==> config.mk <==
export PLATFORM = sky130hd
export DESIGN_NAME = pq_src_bank
export DESIGN_NICKNAME = d
export VERILOG_FILES = /design/src/rtl/pq_src_pkg.sv /design/src/rtl/pq_src_cell.sv /design/src/rtl/pq_fwd_arb.sv /design/src/rtl/pq_src_bank.sv
export SDC_FILE = /design/constraint.sdc
export NUM_CORES = 1
export LEC_CHECK = 0
export ABC_CLOCK_PERIOD_IN_PS = 1700
export BUFFER_PORTS_ARGS = -buffer_cell sky130_fd_sc_hd__clkbuf_2
export CORE_MARGIN = 5
export CORE_UTILIZATION = 50
export DETAILED_ROUTE_END_ITERATION = 6
export GPL_TIMING_DRIVEN = 0
export HOLD_SLACK_MARGIN = 0.08
export PLACE_DENSITY = 0.72
export SLEW_MARGIN = 40
export SYNTH_ARGS = -nofsm -noshare
export SYNTH_HDL_FRONTEND = slang
export SYNTH_HIERARCHICAL = 1
export SYNTH_SLANG_ARGS = --single-unit
==> constraint.sdc <==
create_clock -name clk -period 1.7 [get_ports clk]
set_input_delay 0.17 -clock clk [delete_from_list [all_inputs] [get_ports clk]]
set_output_delay 0.17 -clock clk [all_outputs]
set_load 0.05 [all_outputs]
==> src/rtl/pq_src_pkg.sv <==
package pq_src_pkg;

    // P/Q codes: bit 1 is P, bit 0 is Q
    typedef enum logic [1:0] {
        PQ_READY  = 2'b00,
        PQ_OFF    = 2'b01,
        PQ_PEND   = 2'b10,
        PQ_QUEUED = 2'b11
    } pq_e;

    typedef enum logic [1:0] {
        OP_READ     = 2'd0,
        OP_EOI      = 2'd1,
        OP_SET_PQ   = 2'd2,
        OP_SET_MASK = 2'd3
    } op_e;

    typedef struct packed {
        pq_e  pq;
        logic fwd;
    } step_t;

    // Apply one trigger event to a P/Q state
    function automatic step_t trig_step(pq_e cur);
        step_t r;
        r.pq  = cur;
        r.fwd = 1'b0;
        case (cur)
            PQ_READY: begin r.pq = PQ_PEND;   r.fwd = 1'b1; end
            PQ_PEND:  begin r.pq = PQ_QUEUED; end
            default:  ;
        endcase
        return r;
    endfunction

    // Apply one end-of-interrupt to a P/Q state
    function automatic step_t eoi_step(pq_e cur);
        step_t r;
        r.pq  = cur;
        r.fwd = 1'b0;
        case (cur)
            PQ_QUEUED: begin r.pq = PQ_PEND; r.fwd = 1'b1; end
            PQ_PEND:   begin r.pq = PQ_READY; end
            default:   ;
        endcase
        return r;
    endfunction

endpackage

==> src/rtl/pq_src_cell.sv <==
module pq_src_cell
    import pq_src_pkg::*;
#(
    parameter bit IS_LSI = 1'b0
) (
    input  logic clk,
    input  logic rst_n,
    input  logic trig_i,
    input  logic req_hit_i,
    input  op_e  req_op_i,
    input  pq_e  req_pq_i,
    input  logic req_mask_i,
    output pq_e  pq_o,
    output logic mask_o,
    output logic fire_o
);

    typedef struct packed {
        pq_e  pq;
        logic mask;
        logic line;
    } cell_t;

    cell_t cell_d, cell_q;
    logic  fire_d;

    always_comb begin
        step_t req_res;
        step_t trg_res;
        logic  evt;
        logic  retrig;

        cell_d      = cell_q;
        req_res.pq  = cell_q.pq;
        req_res.fwd = 1'b0;

        if (req_hit_i) begin
            case (req_op_i)
                OP_EOI:      req_res = eoi_step(cell_q.pq);
                OP_SET_PQ:   req_res.pq = req_pq_i;
                OP_SET_MASK: cell_d.mask = req_mask_i;
                default:     ;
            endcase
        end

        retrig = IS_LSI && req_hit_i && (req_op_i == OP_EOI) && trig_i;
        evt    = (IS_LSI ? (trig_i && !cell_q.line) : trig_i) || retrig;

        trg_res.pq  = req_res.pq;
        trg_res.fwd = 1'b0;
        if (evt) begin
            trg_res = trig_step(req_res.pq);
        end

        cell_d.pq   = trg_res.pq;
        cell_d.line = trig_i;
        fire_d      = (req_res.fwd || trg_res.fwd) && !cell_q.mask;
    end

    always_ff @(posedge clk) begin
        if (!rst_n) begin
            cell_q.pq   <= PQ_OFF;
            cell_q.mask <= 1'b1;
            cell_q.line <= 1'b0;
        end else begin
            cell_q <= cell_d;
        end
    end

    assign pq_o   = cell_q.pq;
    assign mask_o = cell_q.mask;
    assign fire_o = fire_d;

endmodule

==> src/rtl/pq_fwd_arb.sv <==
module pq_fwd_arb #(
    parameter int NUM_SRC = 8,
    localparam int SRC_W  = (NUM_SRC > 1) ? $clog2(NUM_SRC) : 1
) (
    input  logic [NUM_SRC-1:0] pend_i,
    output logic               valid_o,
    output logic [SRC_W-1:0]   idx_o,
    output logic [NUM_SRC-1:0] grant_o
);

    always_comb begin
        idx_o = '0;
        for (int i = NUM_SRC - 1; i >= 0; i--) begin
            if (pend_i[i]) idx_o = SRC_W'(i);
        end
        valid_o = |pend_i;
        grant_o = pend_i & (~pend_i + NUM_SRC'(1));
    end

endmodule

==> src/rtl/pq_src_bank.sv <==
module pq_src_bank
    import pq_src_pkg::*;
#(
    parameter int NUM_SRC = 8,
    parameter logic [NUM_SRC-1:0] LSI_MAP = 8'hF0,
    localparam int SRC_W = (NUM_SRC > 1) ? $clog2(NUM_SRC) : 1
) (
    input  logic               clk,
    input  logic               rst_n,
    input  logic [NUM_SRC-1:0] trig_i,
    input  logic               req_valid_i,
    input  logic [1:0]         req_op_i,
    input  logic [SRC_W-1:0]   req_src_i,
    input  logic [1:0]         req_pq_i,
    input  logic               req_mask_i,
    output logic               rsp_valid_o,
    output logic [1:0]         rsp_pq_o,
    output logic               rsp_mask_o,
    output logic               fwd_valid_o,
    output logic [SRC_W-1:0]   fwd_src_o
);

    typedef struct packed {
        logic [NUM_SRC-1:0] pend;
        logic               rsp_valid;
        logic [1:0]         rsp_pq;
        logic               rsp_mask;
    } bank_t;

    bank_t bank_d, bank_q;

    logic [NUM_SRC-1:0][1:0] pq_vec;
    logic [NUM_SRC-1:0]      mask_vec;
    logic [NUM_SRC-1:0]      fire_vec;
    logic [NUM_SRC-1:0]      grant;

    for (genvar g = 0; g < NUM_SRC; g++) begin : g_src
        pq_e  cell_pq;
        logic hit;

        assign hit       = req_valid_i && (req_src_i == SRC_W'(g));
        assign pq_vec[g] = cell_pq;

        pq_src_cell #(
            .IS_LSI (LSI_MAP[g])
        ) u_cell (
            .clk        (clk),
            .rst_n      (rst_n),
            .trig_i     (trig_i[g]),
            .req_hit_i  (hit),
            .req_op_i   (op_e'(req_op_i)),
            .req_pq_i   (pq_e'(req_pq_i)),
            .req_mask_i (req_mask_i),
            .pq_o       (cell_pq),
            .mask_o     (mask_vec[g]),
            .fire_o     (fire_vec[g])
        );
    end

    pq_fwd_arb #(
        .NUM_SRC (NUM_SRC)
    ) u_arb (
        .pend_i  (bank_q.pend),
        .valid_o (fwd_valid_o),
        .idx_o   (fwd_src_o),
        .grant_o (grant)
    );

    always_comb begin
        bank_d           = bank_q;
        bank_d.pend      = (bank_q.pend & ~grant) | fire_vec;
        bank_d.rsp_valid = req_valid_i;
        if (req_valid_i) begin
            bank_d.rsp_pq   = pq_vec[req_src_i];
            bank_d.rsp_mask = mask_vec[req_src_i];
        end
    end

    always_ff @(posedge clk) begin
        if (!rst_n) begin
            bank_q.pend      <= '0;
            bank_q.rsp_valid <= 1'b0;
            bank_q.rsp_pq    <= PQ_OFF;
            bank_q.rsp_mask  <= 1'b1;
        end else begin
            bank_q <= bank_d;
        end
    end

    assign rsp_valid_o = bank_q.rsp_valid;
    assign rsp_pq_o    = bank_q.rsp_pq;
    assign rsp_mask_o  = bank_q.rsp_mask;

endmodule

==> flow_summary.toml <==
[layout]
drive_above_1_share_pct = 21.4
diodes = 0
final_cells = 455
nets = 425
syn_to_final_growth_pct = 14.8
num-fill-cells = 539

[synthesis]
syn_nets = 388
syn-cell-area_sq_um = 2860
ys_warn_count = 6
synth-seq-cells = 40
synth_top_flop_cell = "dfxtp_1"
yosysUniqueCellTypes = 36
postSynthAreaPerCell_sq_um = 8.28
synth-seq-area-share_pct = 28.0
syn_inst = 345
synth_edf_count = 0
synth_async_sr_flop_share_pct = 0

[timing]
setup_slack_ns = -0.0922
tightest_slew_ns = 0.679
relSlewSlack_pct = 54.7
finalClockSkew_ns = 0.00773
slew_viol_final = 0
post-route-period-util_pct = 105
setup_tns_ns = -0.102
hold_violations = 0
setup_viol = 2
rsz0062_at_grt = "yes"
period_needed_ns = 1.79
fmax_mhz = 558

[die]
die-area_sq_um = 7330
die_h_um = 85.6
core_sq_um = 5540
chipWidth_um = 85.6
start_util_pct = 51.6
io_pins = 27
row_count = 27

[setup_path]
worstSetupStartpointType = "flop"
cp-end-kind = "primary output"
worstPathArrival_ns = 1.62
crit_chain = "or4_4 -> nor3_4 -> nand2_2 -> buf_8"
required_ns = 1.53
cp_max_fo = 3
cp_slowest_stage_delay_ns = 0.57
crit_type = "reg2out"
cp_slowest_cell = "or4_4"

[clocking]
clk_pin_slew_worst_paths_ns = 0.08
cts.path.max_buffers = 2
cts_buffers = 5
cts_sinks = 40
worstSkewPairLatency_ns = 0.30
cts-root-buf = "clkbuf_8"
cts_tree = "done"
htreeDepth = 2

[drt]
drt-met1-wl_mm = 2.94
postRouteAntennaNets = 0
dr.first_iter.drc_count = 127
routed_wl_mm = 6.38
route.met3.wl_um = 332
num_vias = 2486
routed.top_layer = "met4"
drc = 0
met2_wirelength_mm = 3.00
firstDrtPassIters = 4
vias_per_cell = 5.46
wire_per_inst_um = 14.0

[power_and_ir_drop]
vdd_drop_max_uv = 405
pwr_density_cell_nw_per_um2 = 591
p_leak_uw = 0.00151

[grt]
antenna_found_initial = 0
grt_max_degree = 31
first_global_vias = 2426
grt_pass1_wl_mm = 10.8
grt_overflow_total = 0
grt.total_usage_pct = 18.5

[status]
violations = "negative setup slack"
status = "finished, violations left"

[hold_path]
hp-class = "in2reg"

[flow_run]
cap_violations = 0

[placement]
portBuffers = 24
gp_congestion = 0.784
dp_cells = 441
dp_hpwl_mm = 4.58
-- worst max-delay path: cells and delay by family (launching register included) --
kind                   cells  cell delay, ns
buffers and inverters      1            0.15
flip-flops                 1            0.35
AND/OR/NAND/NOR            3            0.82
-- area by class of cell --
class,instances,area (sq um),share of cell area [%]
plain buffers,15,114,3.47
multi-input cells,253,1840,56.0
clock inverters,2,10.0,0.305
inverters,37,139,4.24
flip-flops and latches,40,808,24.6
clock buffers,6,82.6,2.52
repair buffers,30,200,6.10
well taps,72,90.1,2.75
-- placed cells by master (no fill, tap or decap), types with 4 or more instances in the layout --
cell type | synthesis | routed
and2_4 | 4 | 4
and2b_1 | 4 | 4
a41o_1 | 4 | 4
o211ai_1 | 8 | 8
ha_1 | 24 | 24
and2b_4 | 4 | 4
nand4_1 | 4 | 4
o21ai_2 | 8 | 8
nor2_1 | 17 | 16
nand2_1 | 35 | 34
o2111ai_2 | 4 | 4
o21a_1 | 8 | 8
nand2b_1 | 8 | 8
dfxtp_1 | 40 | 38
and2_1 | 11 | 11
clkbuf_2 | 0 | 19
clkbuf_8 | 0 | 6
mux2i_1 | 12 | 12
nand3_1 | 32 | 32
inv_1 | 37 | 37
o2bb2ai_1 | 4 | 4
o21ai_1 | 4 | 4
a32oi_1 | 8 | 8
nor2b_1 | 14 | 14
nor3_1 | 7 | 5
a21boi_1 | 8 | 8
a21oi_1 | 8 | 7
buf_4 | 11 | 15
-- flip-flops by register name, indices dropped and copies added (netlist names) --
name / count
rsp_valid_o: 1
rsp_pq_o: 2
g_src.u_cell/pq_o: 16
bank_q: 8
g_src.u_cell/mask_o: 8
rsp_mask_o: 1
g_src.u_cell/cell_q: 4
-- final timing paths --
| check | startpoint | endpoint | slack [ns] | cells after the start |
|---|---|---|---|---|
| worst max-delay path | bank_q[6] | fwd_valid_o | -0.09 | 4 |
| worst min-delay path | trig_i[6] | g_src[6].u_cell/cell_q[0] | 0.09 | 2 |
| worst max register to register | bank_q[6] | bank_q[9] | 0.10 | 5 |
| worst min register to register | g_src[7].u_cell/mask_o | g_src[7].u_cell/mask_o | 0.49 | 2 |
-- stage by stage --
stage                     hold slack, ns  power (uW)  util (%)  area [sq um]  worst slack, ns
after global routing               0.105        2040      59.2          3280           -0.144
after floorplan                    0.237        1180         -          2870           0.0810
after detailed placement           0.388        1280      55.5          3080           -0.349
after CTS                         0.0882        1960      58.6          3250           -0.114
final                             0.0912        1940      59.2          3280          -0.0922
after global placement             0.385        1270      55.5          3080           -0.328
-- power breakdown --
part | switching [uW] | leakage, uW | internal (uW)
Combinational | 181 | 0.00113 | 122
Sequential | 14.5 | 0.000327 | 953
Clock | 344 | 0.0000510 | 324
Total | 539 | 0.00151 | 1400
-- routing by layer --
| metal | global-route usage (%) | up-vias |
|---|---|---|
| met5 | 0 | - |
| met4 | 7.34 | 0 |
| met3 | 3.65 | 10 |
| met2 | 31.3 | 46 |
| met1 | 23.0 | 1158 |
| li1 | - | 1272 |
-- Yosys cell counts, drive strengths merged (2+ instances only) --
library cell,number,area share [%]
o21ai,15,3.7
ha,24,11
buf,13,3.7
a41o,4,1.4
o2bb2ai,4,1.2
a21oi,8,1.4
inv,37,4.9
nor2b,14,3.1
nand4,4,0.88
nand2b,8,1.8
clkbuf,2,0.26
o21a,8,2.1
mux4,3,2.4
nor2,17,2.2
and2b,8,2.5
a32oi,8,2.5
nand3,32,5.6
o211ai,8,2.1
mux2i,12,4.2
nor3,8,1.6
dfxtp,40,28
and2,15,3.6
o2111ai,4,2.1
a21boi,8,2.1
nor3b,2,0.53
nand2,35,4.6
-- logic make-up (layout without fill, tap and decap cells) --
| kind of cell | Yosys count | count (layout) | share of synthesized area (%) |
|---|---|---|---|
| buffers and inverters | 52 | 90 | 8.80 |
| adder cells (fa/ha/maj) | 24 | 24 | 10.5 |
| AO/OA/AOI/OAI | 69 | 69 | 19.1 |
| AND/OR/NAND/NOR | 145 | 145 | 27.0 |
| flip-flops | 40 | 40 | 28.0 |
| multiplexers | 15 | 15 | 6.57 |
-- what timing repair did --
| action | CTS | global route |
|---|---|---|
| hold buffers | 3 | 0 |
| buffers inserted | 2 | 1 |
| pin swaps | 2 | 0 |
| setup endpoints to repair | 4 | 14 |
| gates resized for setup | 9 | 15 |
| gates cloned | 0 | 0 |
| endpoints found under the hold margin | 3 | 0 |
No activity file was read; power rests on OpenSTA's default activity.
